**config.mk**
```make
export PLATFORM = sky130hd
export DESIGN_NAME = swin_ctrl
export DESIGN_NICKNAME = d
export VERILOG_FILES = /design/src/rtl/swin_pkg.sv /design/src/rtl/swin_walk.sv /design/src/rtl/swin_addr_map.sv /design/src/rtl/swin_ctrl.sv
export SDC_FILE = /design/constraint.sdc
export NUM_CORES = 1
export LEC_CHECK = 0
export ABC_CLOCK_PERIOD_IN_PS = 8800
export CORE_UTILIZATION = 35
export CTS_BUF_LIST = sky130_fd_sc_hd__clkbuf_2 sky130_fd_sc_hd__clkbuf_4 sky130_fd_sc_hd__clkbuf_8
export DETAILED_ROUTE_END_ITERATION = 8
export MAX_ROUTING_LAYER = met4
export PLACE_DENSITY = 0.58
export SYNTH_ARGS = -nofsm -noshare
export SYNTH_HDL_FRONTEND = slang
export SYNTH_SLANG_ARGS = --single-unit
```
**constraint.sdc**
```tcl
create_clock -name clk -period 8.8 [get_ports clk]
set_input_delay 0.88 -clock clk [delete_from_list [all_inputs] [get_ports clk]]
set_output_delay 0.88 -clock clk [all_outputs]
set_load 0.02 [all_outputs]
```
**src/rtl/swin_pkg.sv**
```systemverilog
package swin_pkg;

    localparam int CW = 16;

    typedef logic [CW-1:0] crd_t;

    typedef struct packed {
        crd_t first;
        crd_t last;
    } span_t;

    typedef struct packed {
        logic bank;
        crd_t lx;
        crd_t ly;
    } walk_pos_t;

    function automatic int bits_for(input int n);
        return (n < 2) ? 1 : $clog2(n);
    endfunction

    function automatic int clamp_to(input int v, input int hi);
        if (v < 0) return 0;
        if (v > hi) return hi;
        return v;
    endfunction

    function automatic int wrap_add(input int a, input int b, input int m);
        int s;
        s = a + b;
        return (s >= m) ? s - m : s;
    endfunction

endpackage

```
**src/rtl/swin_walk.sv**
```systemverilog
module swin_walk
    import swin_pkg::*;
(
    input  logic      clk,
    input  logic      rst,
    input  logic      start,
    input  span_t     col_span,
    input  span_t     row_span,
    input  logic      two_banks,
    input  logic      step,
    output logic      busy,
    output walk_pos_t pos,
    output logic      at_end
);

    span_t col_q, row_q;
    logic  two_q;

    assign at_end = busy && (pos.lx == col_q.last) && (pos.ly == row_q.last)
                    && (pos.bank == two_q);

    always_ff @(posedge clk) begin
        if (rst) begin
            busy  <= 1'b0;
            pos   <= '0;
            col_q <= '0;
            row_q <= '0;
            two_q <= 1'b0;
        end else if (start) begin
            busy  <= 1'b1;
            pos   <= '{bank: 1'b0, lx: col_span.first, ly: row_span.first};
            col_q <= col_span;
            row_q <= row_span;
            two_q <= two_banks;
        end else if (busy && step) begin
            if (at_end) begin
                busy <= 1'b0;
            end else if (pos.lx != col_q.last) begin
                pos.lx <= pos.lx + crd_t'(1);
            end else begin
                pos.lx <= col_q.first;
                if (pos.ly != row_q.last) begin
                    pos.ly <= pos.ly + crd_t'(1);
                end else begin
                    pos.ly   <= row_q.first;
                    pos.bank <= 1'b1;
                end
            end
        end
    end

    AST_WALK_IN_SPAN: assert property (@(posedge clk) disable iff (rst)
        busy |-> (pos.lx >= col_q.first) && (pos.lx <= col_q.last)
                 && (pos.ly >= row_q.first) && (pos.ly <= row_q.last));

endmodule

```
**src/rtl/swin_addr_map.sv**
```systemverilog
module swin_addr_map
    import swin_pkg::*;
#(
    parameter int MB_SIZE = 16,
    parameter int WIN_W   = 80,
    parameter int WIN_H   = 48,
    parameter int BAND_W  = 416,
    parameter int BANK_SZ = 3840,
    parameter int ADDR_W  = 15
) (
    input  logic              lowpwr,
    input  logic              bank,
    input  crd_t              lx,
    input  crd_t              ly,
    input  crd_t              base,
    input  crd_t              mbc,
    input  crd_t              mbr,
    output logic [ADDR_W-1:0] addr
);

    int pcol, prow, lin;

    always_comb begin
        pcol = 0;
        prow = 0;
        if (lowpwr) begin
            prow = (int'(mbr) * MB_SIZE + int'(ly)) % WIN_H;
            lin  = prow * BAND_W + int'(mbc) * MB_SIZE + int'(lx);
        end else begin
            pcol = wrap_add(int'(lx), int'(base), WIN_W);
            lin  = int'(bank) * BANK_SZ + int'(ly) * WIN_W + pcol;
        end
        addr = ADDR_W'(lin);
    end

endmodule

```
**src/rtl/swin_ctrl.sv**
```systemverilog
module swin_ctrl
    import swin_pkg::*;
#(
    parameter int MB_SIZE     = 16,
    parameter int SR_H        = 32,
    parameter int SR_V        = 16,
    parameter int FRAME_MBS_W = 22,
    parameter int FRAME_MBS_H = 18,
    parameter int PIX_W       = 8,
    localparam int WIN_W   = 2 * SR_H + MB_SIZE,
    localparam int WIN_H   = 2 * SR_V + MB_SIZE,
    localparam int FRM_W   = FRAME_MBS_W * MB_SIZE,
    localparam int FRM_H   = FRAME_MBS_H * MB_SIZE,
    localparam int BAND_W  = FRM_W + 2 * SR_H,
    localparam int BANK_SZ = WIN_W * WIN_H,
    localparam int SPACE   = (2 * BANK_SZ > BAND_W * WIN_H) ? 2 * BANK_SZ : BAND_W * WIN_H,
    localparam int ADDR_W  = bits_for(SPACE),
    localparam int MBC_W   = bits_for(FRAME_MBS_W),
    localparam int MBR_W   = bits_for(FRAME_MBS_H),
    localparam int FX_W    = bits_for(FRM_W),
    localparam int FY_W    = bits_for(FRM_H),
    localparam int WX_W    = bits_for(WIN_W),
    localparam int WY_W    = bits_for(WIN_H)
) (
    input  logic              clk,
    input  logic              rst,
    input  logic              mode_lp,
    input  logic              mb_start,
    input  logic [MBC_W-1:0]  mb_col,
    input  logic [MBR_W-1:0]  mb_row,
    output logic              win_ready,
    output logic              req_vld,
    input  logic              req_rdy,
    output logic              req_ref,
    output logic [FX_W-1:0]   req_x,
    output logic [FY_W-1:0]   req_y,
    input  logic              rsp_vld,
    input  logic [PIX_W-1:0]  rsp_pix,
    output logic              wr_en,
    output logic [ADDR_W-1:0] wr_addr,
    output logic [PIX_W-1:0]  wr_data,
    input  logic              rd_en,
    input  logic              rd_ref,
    input  logic [WX_W-1:0]   rd_x,
    input  logic [WY_W-1:0]   rd_y,
    output logic              rd_vld,
    output logic [ADDR_W-1:0] rd_addr
);

    logic      mode_q, ready_q;
    crd_t      mbc_q, mbr_q, base_q;
    walk_pos_t req_pos, wr_pos;
    logic      req_busy, wr_busy, req_end, wr_end;
    logic      loading, accept;
    span_t     col_span, row_span;
    logic [ADDR_W-1:0] rd_map_addr;

    assign loading = req_busy || wr_busy;
    assign accept  = mb_start && !loading;

    always_comb begin
        col_span.first = (mb_col == '0) ? '0 : crd_t'(WIN_W - MB_SIZE);
        col_span.last  = crd_t'(WIN_W - 1);
        row_span.first = (mode_lp && mb_row != '0) ? crd_t'(WIN_H - MB_SIZE) : '0;
        row_span.last  = crd_t'(WIN_H - 1);
    end

    swin_walk u_req_walk (
        .clk(clk), .rst(rst), .start(accept),
        .col_span(col_span), .row_span(row_span), .two_banks(!mode_lp),
        .step(req_vld && req_rdy),
        .busy(req_busy), .pos(req_pos), .at_end(req_end)
    );

    swin_walk u_wr_walk (
        .clk(clk), .rst(rst), .start(accept),
        .col_span(col_span), .row_span(row_span), .two_banks(!mode_lp),
        .step(wr_en),
        .busy(wr_busy), .pos(wr_pos), .at_end(wr_end)
    );

    assign req_vld = req_busy;
    assign req_ref = req_pos.bank;
    assign req_x   = FX_W'(clamp_to(int'(mbc_q) * MB_SIZE - SR_H + int'(req_pos.lx), FRM_W - 1));
    assign req_y   = FY_W'(clamp_to(int'(mbr_q) * MB_SIZE - SR_V + int'(req_pos.ly), FRM_H - 1));

    assign wr_en   = rsp_vld && wr_busy;
    assign wr_data = rsp_pix;

    always_ff @(posedge clk) begin
        if (rst) begin
            mode_q  <= 1'b0;
            mbc_q   <= '0;
            mbr_q   <= '0;
            base_q  <= '0;
            ready_q <= 1'b0;
        end else if (accept) begin
            mode_q  <= mode_lp;
            mbc_q   <= crd_t'(mb_col);
            mbr_q   <= crd_t'(mb_row);
            base_q  <= (mb_col == '0) ? '0 : crd_t'(wrap_add(int'(base_q), MB_SIZE, WIN_W));
            ready_q <= 1'b0;
        end else if (wr_en && wr_end) begin
            ready_q <= 1'b1;
        end
    end

    assign win_ready = ready_q;

    swin_addr_map #(
        .MB_SIZE(MB_SIZE), .WIN_W(WIN_W), .WIN_H(WIN_H),
        .BAND_W(BAND_W), .BANK_SZ(BANK_SZ), .ADDR_W(ADDR_W)
    ) u_wr_map (
        .lowpwr(mode_q), .bank(wr_pos.bank), .lx(wr_pos.lx), .ly(wr_pos.ly),
        .base(base_q), .mbc(mbc_q), .mbr(mbr_q), .addr(wr_addr)
    );

    swin_addr_map #(
        .MB_SIZE(MB_SIZE), .WIN_W(WIN_W), .WIN_H(WIN_H),
        .BAND_W(BAND_W), .BANK_SZ(BANK_SZ), .ADDR_W(ADDR_W)
    ) u_rd_map (
        .lowpwr(mode_q), .bank(rd_ref && !mode_q), .lx(crd_t'(rd_x)), .ly(crd_t'(rd_y)),
        .base(base_q), .mbc(mbc_q), .mbr(mbr_q), .addr(rd_map_addr)
    );

    always_ff @(posedge clk) begin
        if (rst) begin
            rd_vld  <= 1'b0;
            rd_addr <= '0;
        end else begin
            rd_vld  <= rd_en && ready_q;
            rd_addr <= rd_map_addr;
        end
    end

    AST_REQ_HOLD: assert property (@(posedge clk) disable iff (rst)
        req_vld && !req_rdy |=> req_vld && $stable(req_x) && $stable(req_y) && $stable(req_ref));

    AST_REQ_IN_FRAME: assert property (@(posedge clk) disable iff (rst)
        req_vld |-> (int'(req_x) < FRM_W) && (int'(req_y) < FRM_H));

    AST_LP_ONE_BANK: assert property (@(posedge clk) disable iff (rst)
        req_vld && mode_q |-> !req_ref);

    AST_READY_QUIET: assert property (@(posedge clk) disable iff (rst)
        win_ready |-> !req_vld && !wr_en);

    AST_WR_ADDR_RANGE: assert property (@(posedge clk) disable iff (rst)
        wr_en |-> int'(wr_addr) < SPACE);

    AST_BUSY_START_IGNORED: assert property (@(posedge clk) disable iff (rst)
        mb_start && loading |=> $stable(mbc_q) && $stable(mbr_q) && $stable(mode_q));

endmodule

```
* Yosys cells after proc, flatten, opt, wreduce, memory -nomap -nowiden
Index checks and enable logic that the tools add are counted.
** Storage, ports and cells
- Word-level logic and storage cells :: 150
- Register bits :: 146
- Output and inout bits :: 61
- Input port bits :: 39
** Operators by class
- Order comparisons :: 7
- Divide/modulo/power cells :: 2
- Multiply operators :: 6
- Reduce and logical (&&, ||, !) cells :: 34
- Equality and inequality tests :: 14
- Bitwise logic cells :: 6
- Mux-type cells :: 38
- $add $sub $neg :: 24
** Operator list (count)
- $mux 32 :: 6
- $mux 16 :: 8
- $add 15x15->15 :: 5
- $add 16x1->16 const B :: 4
- $mod 32x7->32 const B :: 2
- $mul 32x5->10 const B :: 2
- $mux 15 :: 4
- $mux 9 :: 6
- $ge 17x7->1 const B :: 3
- $add 10x17->18 :: 2
- $gt 18x10->1 const B :: 2
- $lt 18x1->1 const B :: 2
- $eq 16x6->1 :: 2
- $eq 16x7->1 :: 2
- $ne 16x6->1 :: 2
- $ne 16x7->1 :: 2
- $add 15x10->15 :: 2
- $sub 15x8->15 const B :: 2
- $add 16x16->17 :: 1
- $add 16x5->17 const B :: 1
- $add 7x16->17 :: 1
- $add 9x16->17 :: 1
- $mul 16x3->11 const B :: 1
- $sub 16x7->16 const B :: 1
- 23 further kinds :: 67

* Depth between registers and ports, before layout
Gate-level depths: netlist of run 1.
- Word-level depth :: 7
- Depth in mapped cells :: 33
- Mapped depth without buffers :: 32

* Hierarchy
Synthesis of run 1 repeated with hierarchy kept, for this count alone.
** Second synthesis, totals
- Cells, all modules :: 3095
- Area total of the unflattened synthesis :: 24517.3 sq um
** Modules (own cells, without submodules)
- swin_addr_map :: area each 5482.8 sq um, instances 2, cells each 733, seq. area each 0.0 sq um
- swin_walk :: area each 4914.7 sq um, instances 2, cells each 561, seq. area each 1981.9 sq um
- swin_ctrl :: area each 3722.3 sq um, instances 1, cells each 507, seq. area each 800.8 sq um

* Least setup slack after synthesis of run 1
OpenSTA, ideal clock, no wires.
- Path kind :: register to output
- From :: reg u_wr_walk.pos[4] (netlist name)
- To :: out wr_addr[14]
- Arrival :: 6.953 ns
- Path buffers :: 0
- Cell stages (with the launch flop) :: 31
- Setup slack :: 0.967 ns
- Data required time :: 7.920 ns
- Path through :: dfxtp_1 ha_1 fa_1 a21o_1 a31oi_2 o311ai_1 and2_1 a221o_1 a22oi_4 mux2i_1 mux2i_4 nor2_1 o221ai_2 a211oi_4 inv_1 ha_1 ha_1 inv_1 fa_1 inv_1 ha_1 a21oi_1 xnor2_1 ha_1 ha_1 inv_1 o21bai_1 a21oi_1 xnor2_1 nor2_1 a31oi_1
** On the way
- Longest elaborated chain between the ends :: 6
- Elaborated cells between the ends (all ways) :: 9
- Classes of those cells :: add/sub: 5; mul: 2; div: 1; mux: 1
** RTL lines
- $add 9x16->17 :: line swin_addr_map.sv:27 : prow = (int'(mbr) * MB_SIZE + int'(ly)) % WIN_H;
- $mod 32x7->32 :: line swin_addr_map.sv:27
- $mul 32x5->10 :: line swin_addr_map.sv:28 : lin = prow * BAND_W + int'(mbc) * MB_SIZE + int'(lx);
- $add 15x10->15 :: line swin_addr_map.sv:28
- $add 15x15->15 :: line swin_addr_map.sv:28
- $mux 15 * :: line swin_addr_map.sv:26 : if (lowpwr) begin
- to (decl) :: line swin_ctrl.sv:40 : output logic [ADDR_W-1:0] wr_addr,
Mark *: on every way between the ends. The rest lies on a longest branch, timed or not.

* Final worst setup path of run 1
- From :: reg mbr_q[0]
- To :: out wr_addr[12]
** On the way
- Longest elaborated chain between the ends :: 6
** RTL lines
- from (decl) :: line swin_ctrl.sv:51 : crd_t mbc_q, mbr_q, base_q;
- from (signal assigned) :: line swin_ctrl.sv:100 : mbr_q <= crd_t'(mb_row);
- $add 9x16->17 :: line swin_addr_map.sv:27
- $mod 32x7->32 :: line swin_addr_map.sv:27
- $mul 32x5->10 :: line swin_addr_map.sv:28
- $add 15x10->15 :: line swin_addr_map.sv:28
- $add 15x15->15 :: line swin_addr_map.sv:28
- $mux 15 :: line swin_addr_map.sv:26
No other way between the ends.

==> summary.md, run 1 <==
| Metric | Value |
|---|---|
| Synth top area share | about 17% |
| DRT Pass-1 Iters | 5 |
| Leakage | ~6.6 nW |
| Drt first-iter violations | 667 |
| Synth area leader | dfxtp_1 |
| Crit path required time | slightly below 8 ns |
| Num CTS Buffers | 9 |
| CTS Sinks | around 110 |
| Final Non-Filler Cells | ~2300 |
| Met1 Track Usage GR | 24.9% |
| Worst Path Max Fanout | 8 |
| Drt wl/cell | around 16 um |
| Largest net degree at the start of global routing | 54 |
| Initial antenna violation count | 0 |
| Grt met2 use | ~34% |
| Fin crit period | ~8.4 ns |
| First-pass GRT wire length | around 61000 um |
| Most frequent cell after synthesis | ha_1 |
| Reg2reg start | mbr_q[0] |
| Fmax | about 120 MHz |
| Vias in the first global route | roughly 12000 |
| Largest family of logic cells by synthesized area | adder cells |
| Post-synthesis mux area share | about 1.6% |
| Met3 Use GR | slightly below 2% |
| Setup ws final | 0.419 ns |
| Endpoints failing hold | 0 |
| Slew margin rel. | 44.9% |
| Status | completed |
| Hold bufs inserted after CTS | 0 |
| Synth Instances | 1747 |
| Hold EP | mbc_q[4] |
| Hold Path Class | reg -> reg |
| FF+latch count, synth | around 110 |
| Critical-path top delay cell | clkdlybuf4s50_1 |
| Final nets | 2045 |
| Post-route ant nets | 0 |
| Synthesized-area fraction occupied by adder cells | between 20% and 30% |
| Syn_area_per_cell | roughly 7.7 um^2 |
| Yosys warns | 0 |
| HPWL after DPL | between 20000 and 30000 um |
| Final Util | 40.0% |
| Min-delay src | mbc_q[4] |
| Post-Place Cells | between 2000 and 2500 |
| Hold Path Stages | 2 |
| Layout cells sized above 1 | under 10% |
| Area grow syn2layout | 12.6% |
| Final setup viols | 0 |
| # IOs | 100 |
| Post-synthesis compound-gate area fraction | 19.8% |
| Port Buffers | 83 |
| Final Wtd Congestion | 0.908 |
| Die width | 198 um |
| Setup crit end kind | output port |
| Routed wire length | 36600 um |
| Worst R2R End | rd_addr[13] |
| Die H | 198 um |
| Via count | between 10000 and 15000 |
| Root buf cell | clkbuf_8 |
| Synthesized area | 13400 um^2 |
| Post-Synth XOR/XNOR Area | around an eighth |
| DR vias/cell | between 5 and 6 |
| Grt total ovfl | 0 |
| Highest cell delay on the worst timing path | about 0.63 ns |
| Clock buffer depth | 2 |
| Cell mode on critical path | ha_1 |
| Global Route Usage Sum | ~20% |
| Count of pins over their slew limit | 0 |
| WS Path Type | reg -> out |
| Reg clk slew, reported paths | approximately 0.12 ns |
| Synth Area in Simple Gates | 21.2% |
| Period utilization | a little over nine tenths |
| Max cap viols | 0 |
| Peak VDD IR | 0.265 mV |
| Reg2Reg Depth | 27 |
| Async SR Flop Fraction | 0% |
| H-tree depth | 3 |
| Dpl ws | 0.115 ns |
| Post-synth EDFFs | 0 |
| Setup TNS | 0 ns |
| Power Density | between 300 and 400 nW/um^2 |
| CORE AREA | approximately 38000 um^2 |
| Flop2flop setup slack | about 2.8 ns |
| Residual DRC count | 0 |
| GRT busiest layer | met2 |
| Worst skew pair latency | 0.41 ns |
| Row count | a little over 70 |
| Worst-Margin Slew | around 0.81 ns |
| Skew final | between 0.01 and 0.015 ns |
| Synth top area cells | dfxtp_1 (17%), ha_1 (17%), xnor2_1 (7.6%), fa_1 (5.1%), nor2_1 (4.9%) |
| Endpoint arrival time on the critical path | ~7.5 ns |
| CTS tree | done |
| Initial Utilization | between 30% and 40% |
| Number of library cell types mapped by synthesis | 84 |
| Final Power | ~4.6 mW |
| Post-synthesis sequential area ratio | between 10% and 20% |
| Diode count | 0 |
| Full die area | ~39000 um^2 |
| Post-synth top cells | ha_1 (178), nor2_1 (173), inv_1 (158) |
| CP startpoint kind | flip-flop |
| Ys flop type | dfxtp_1 |
[routing by layer]
metal	part of all wire [%]	wire length, um	vias to the layer above
li1	-	-	6214
met1	47	17100	5744
met2	48	17700	218
met3	3.1	1140	45
met4	1.8	672	0
met5	0	0	-
[cell families after synthesis]
| family | after synthesis |
|---|---|
| simple gates | 577 |
| compound gates | 408 |
| buf+inv | 235 |
| fa+ha+maj | 212 |
| xor+xnor | 181 |
| flops | 112 |
| mux | 20 |
| other cells | 2 |
[critical path, delay by kind of cell (launching register included)]
family	cells	cell delay (ns)
adders and majority gates	8	2.53
AOI/OAI and AO/OA	8	2.14
buffers and inverters	6	0.99
and+or+nand+nor	3	0.47
DFF	1	0.33
muxes	1	0.31
xor gates and xnor gates	2	0.30
[repair_timing]
action                                 4_1_cts  5_1_grt
resized for setup                            2       34
setup endpoints to repair                    2        4
pin swaps                                    0       10
buffers inserted                             0        2
endpoints found under the hold margin        0        0
[final cells by class]
cell class                      count  area (um^2)
Multi-Input combinational cell   1402        10400
Timing Repair Buffer              111         1040
Fill cell                        3951        22600
Sequential cell                   112         2240
Inverter                          158          593
Tap cell                          511          639
Clock inverter                      5         40.0
Clock buffer                       10          138
[stage by stage]
| stage | hold WS, ns | instance area (um^2) |
|---|---|---|
| 6_report | 0.497 | 15100 |
| 5_1_grt | 0.515 | 15100 |
| 4_1_cts | 0.499 | 14900 |
| 3_5_place_dp | 0.481 | 14700 |
| 3_3_place_gp | 0.479 | 14700 |
| 2_1_floorplan | 0.436 | 13400 |
[registers in the layout (all words and copies together), names as in the netlist, 2 cells and up]
name / count
u_req_walk.col_q: 2
mbr_q: 5
u_wr_walk.pos: 33
base_q: 12
mbc_q: 5
rd_addr: 15
u_req_walk.pos: 33
[worst max-delay path by stage]
stage | from | slack (ns) | endpoint
finish | mbr_q[0] | 0.42 | wr_addr[12]
global route | u_wr_walk.pos[5] | -0.03 | wr_addr[12]
CTS | mbr_q[0] | 0.004 | wr_addr[14]
detailed placement | mbr_q[0] | 0.12 | wr_addr[14]
global placement | mbr_q[0] | 0.21 | wr_addr[14]
floorplan | u_wr_walk.pos[4] | 0.97 | wr_addr[14]
[layout by cell type, fill, tap and decap left out, types with 5 or more instances in the layout]
| cell type | Yosys | routed |
|---|---|---|
| o31ai_1 | 10 | 9 |
| and2_1 | 13 | 13 |
| ha_1 | 178 | 175 |
| clkbuf_8 | 0 | 10 |
| nand2_1 | 135 | 135 |
| nor3b_1 | 6 | 6 |
| nand3_1 | 42 | 42 |
| nor2_1 | 173 | 173 |
| mux2i_1 | 15 | 13 |
| nor2b_1 | 18 | 18 |
| and3_1 | 22 | 22 |
| dfxtp_1 | 112 | 110 |
| xnor2_1 | 116 | 115 |
| a31oi_1 | 27 | 24 |
| o21ai_0 | 78 | 78 |
| a211oi_1 | 18 | 17 |
| buf_4 | 11 | 29 |
| a311oi_1 | 5 | 5 |
| a21boi_0 | 7 | 6 |
| inv_1 | 158 | 158 |
| o21bai_1 | 21 | 21 |
| or3_1 | 15 | 15 |
| nor4_1 | 20 | 20 |
| nor3_1 | 37 | 36 |
| fa_1 | 34 | 33 |
| a21o_1 | 31 | 30 |
| nand2b_1 | 20 | 20 |
| xor2_1 | 65 | 65 |
| a21oi_1 | 123 | 121 |
| nand4_1 | 31 | 31 |
| or4_1 | 6 | 6 |
| or2_2 | 11 | 11 |
| and4_1 | 7 | 7 |
| o211ai_1 | 10 | 10 |
| o22ai_1 | 9 | 9 |
| clkdlybuf4s50_1 | 0 | 80 |
| o21a_1 | 14 | 14 |
[power by group]
group	total [mW]	switching [mW]	internal (mW)
clock network	0.314	0.203	0.112
logic	3.62	2.04	1.59
registers	0.687	0.115	0.572
total	4.62	2.35	2.27
Note: power is estimated with default switching activity, not from simulation.
==> run 2: changes to the inputs <==
--- a/config.mk
+++ b/config.mk
@@ -9,8 +9,10 @@
 export CORE_UTILIZATION = 35
 export CTS_BUF_LIST = sky130_fd_sc_hd__clkbuf_2 sky130_fd_sc_hd__clkbuf_4 sky130_fd_sc_hd__clkbuf_8
 export DETAILED_ROUTE_END_ITERATION = 8
+export HOLD_SLACK_MARGIN = 0.02
 export MAX_ROUTING_LAYER = met4
 export PLACE_DENSITY = 0.58
 export SYNTH_ARGS = -nofsm -noshare
 export SYNTH_HDL_FRONTEND = slang
 export SYNTH_SLANG_ARGS = --single-unit
+export TNS_END_PERCENT = 20
==> results of run 2 <==
No change in the layout: final DEF, timing and power equal those of run 1.
==> run 3: changes to the inputs <==
--- a/config.mk
+++ b/config.mk
@@ -11,8 +11,9 @@
 export DETAILED_ROUTE_END_ITERATION = 8
 export HOLD_SLACK_MARGIN = 0.02
 export MAX_ROUTING_LAYER = met4
-export PLACE_DENSITY = 0.58
+export PLACE_DENSITY = 0.57
 export SYNTH_ARGS = -nofsm -noshare
 export SYNTH_HDL_FRONTEND = slang
+export SYNTH_HIERARCHICAL = 1
 export SYNTH_SLANG_ARGS = --single-unit
 export TNS_END_PERCENT = 20
==> constraint.sdc (replaced) <==
create_clock -name clk -period 8.8 [get_ports clk]
set_input_delay 1.76 -clock clk [delete_from_list [all_inputs] [get_ports clk]]
set_output_delay 1.76 -clock clk [all_outputs]
set_load 0.02 [all_outputs]
==> summary.md, run 3 <==
| Metric | Value |
|---|---|
| Setup crit end kind | output port |
| Final setup viols | 6 (+6) |
| Hold Path Class | reg -> reg |
| Status | complete, but fails checks |
| Endpoints failing hold | 0 (unchanged) |
| Syn_area_per_cell | 7.92 um^2 (+3.4%) |
| Largest net degree at the start of global routing | 141 (+160%) |
| Highest cell delay on the worst timing path | 0.47 ns (-0.16 ns) |
| Initial antenna violation count | 1 (+1) |
| Global Route Usage Sum | 18.9% (-0.94 points) |
| Fillers | 7164 (+81%) |
| Final Power | 8.69 mW (+88%) |
| Endpoint arrival time on the critical path | 8.22 ns (+0.72 ns) |
| Worst Path Max Fanout | 6 (-2) |
| Fmax | 100 MHz (-16%) |
| Dpl ws | -1.21 ns (-1.33 ns) |
| Die H | 267 um (+35%) |
| Worst-Margin Slew | 1.29 ns (+0.483 ns) |
| Vias in the first global route | 20800 (+75%) |
| Unrepaired setup endpoints after global routing | true |
| Synth Instances | 3094 (+77%) |
| Routed wire length | 66800 um (+83%) |
| Count of pins over their slew limit | 0 (unchanged) |
| FF/Latch Area | 4780 um^2 (+110%) |
| Worst skew pair latency | 0.60 ns (+0.19 ns) |
| WS Path Type | reg -> out |
| Drt first-iter violations | 1110 (+66%) |
| Largest regs | u_req_walk/pos: 33 flops, u_wr_walk/pos: 33 flops |
| CORE AREA | 68900 um^2 (+83%) |
| Port Buffers | 83 (unchanged) |
| Root buf cell | clkbuf_8 |
| Period utilization | 113% (+18 points) |
| HPWL after DPL | 50700 um (+72%) |
| CTS tree | done |
| Power Density | 299 nW/um^2 (-2.7%) |
| Row count | 96 (+35%) |
| Clock buffer depth | 3 (+1) |
| Most common cell after layout, fill and taps aside | conb_1 |
| Fin crit period | 9.98 ns (+1.60 ns) |
| Max cap viols | 0 (unchanged) |
| Critical-path top delay cell | fa_1 |
| Reg clk slew, reported paths | 0.06 ns (-0.06 ns) |
| Initial Utilization | 35.5% (about the same) |
| First-pass GRT wire length | 108000 um (+78%) |
| Grt total ovfl | 0 (unchanged) |
| H-tree depth | 2 (-1) |
| Final Wtd Congestion | 0.891 (-1.8%) |
| Hold bufs inserted after CTS | 0 (unchanged) |
| Die width | 267 um (+35%) |
| Yosys warns | 6 (+6) |
| Num CTS Buffers | 40 (+31) |
| Failing checks | setup timing |
| Peak VDD IR | 0.272 mV (+2.7%) |
| Crit path required time | 7.04 ns (-0.88 ns) |
| Drt wl/cell | 15.0 um (-5.5%) |
| Multi-input logic area | 19400 um^2 (+87%) |
| Highest-count cells in the layout ignoring fill and taps | conb_1 (279), nor2_1 (278), nand2_1 (258) |
| Area grow syn2layout | 18.7% |
| Post-route ant nets | 0 (unchanged) |
| Via count | 22500 (+84%) |
| Synthesized area | 24500 um^2 (+83%) |
| CP startpoint kind | flip-flop |
| Skew final | 0.0428 ns (+0.0298 ns) |
| Full die area | 71100 um^2 (+82%) |
| Layout cells sized above 1 | 11.8% (+6.1 points) |
| Residual DRC count | 0 (unchanged) |
| Leakage | 12.2 nW (+86%) |
| DR vias/cell | 5.04 (-4.8%) |
| Slew margin rel. | 13.5% (-31 points) |
| # IOs | 100 (unchanged) |
| DRT Pass-1 Iters | 5 (unchanged) |
| CTS Sinks | 238 (+110%) |
| Setup ws final | -1.18 ns (-1.60 ns) |
| Final nets | 3810 (+86%) |
==> run 3: where the power goes <==
group          internal [mW]  total (mW)  switching, mW  leakage [nW]
sequential              1.20        1.33          0.131          1.96
clock                  0.568        1.06          0.488         0.435
combinational           2.86        6.30           3.43          9.83
total                   4.63        8.69           4.05          12.2
==> run 3: stage by stage <==
step	utilization [%]	area [um^2]	hold slack [ns]	TNS (ns)	std cells
global route	42.2	29100	0.486	-6.98	4463
finish	42.2	29100	0.465	-4.75	4463
global placement	40.7	28100	0.452	-3.51	4384
CTS	42.1	29000	0.463	-5.37	4457
detailed placement	40.7	28100	0.453	-3.91	4384
floorplan	-	25700	0.442	0	3367
==> run 3: per-layer routing <==
metal / part of all wire, % / wire length, um / GRT usage (%) / up-vias
met5: 0 / 0 / - / -
met4: 1.6 / 1100 / 3.91 / 0
met3: 2.7 / 1790 / 1.51 / 87
met2: 47 / 31500 / 31.4 / 285
met1: 49 / 32500 / 24.9 / 10500
li1: - / - / - / 11600
==> run 3: layout make-up <==
class / instances / area share (%)
Multi-Input combinational cell: 2738 / 66.6
Sequential cell: 238 / 16.4
Timing Repair Buffer: 240 / 6.94
Tap cell: 931 / 4.00
Inverter: 249 / 3.24
Clock buffer: 60 / 2.54
Clock inverter: 6 / 0.262
Antenna cell: 1 / 0.00860
==> run 3: final timing paths <==
check | startpoint | cells past startpoint | slack, ns | end
setup / recovery | u_wr_walk/pos[4] | 40 | -1.18 | wr_addr[14]
hold / removal | u_req_walk/row_q[29] | 2 | 0.47 | u_req_walk/row_q[29]
setup reg to reg | mbr_q[1] | 34 | 2.06 | rd_addr[14]
hold reg to reg | u_req_walk/row_q[29] | 2 | 0.47 | u_req_walk/row_q[29]
==> run 3: timing repair <==
action,CTS,global route
setup buffers,7,5
resized for setup,26,16
pin swaps,17,21
setup endpoints to repair,6,6
==> run 3: critical path: cells and delay by family, from the launching register on <==
family                   cells  cell delay (ns)
XOR/XNOR                     6             0.99
buffers and inverters        9             0.95
flip-flops                   1             0.32
adder cells (fa/ha/maj)      7             1.96
AND/OR/NAND/NOR              4             0.49
AO/OA/AOI/OAI               14             2.93
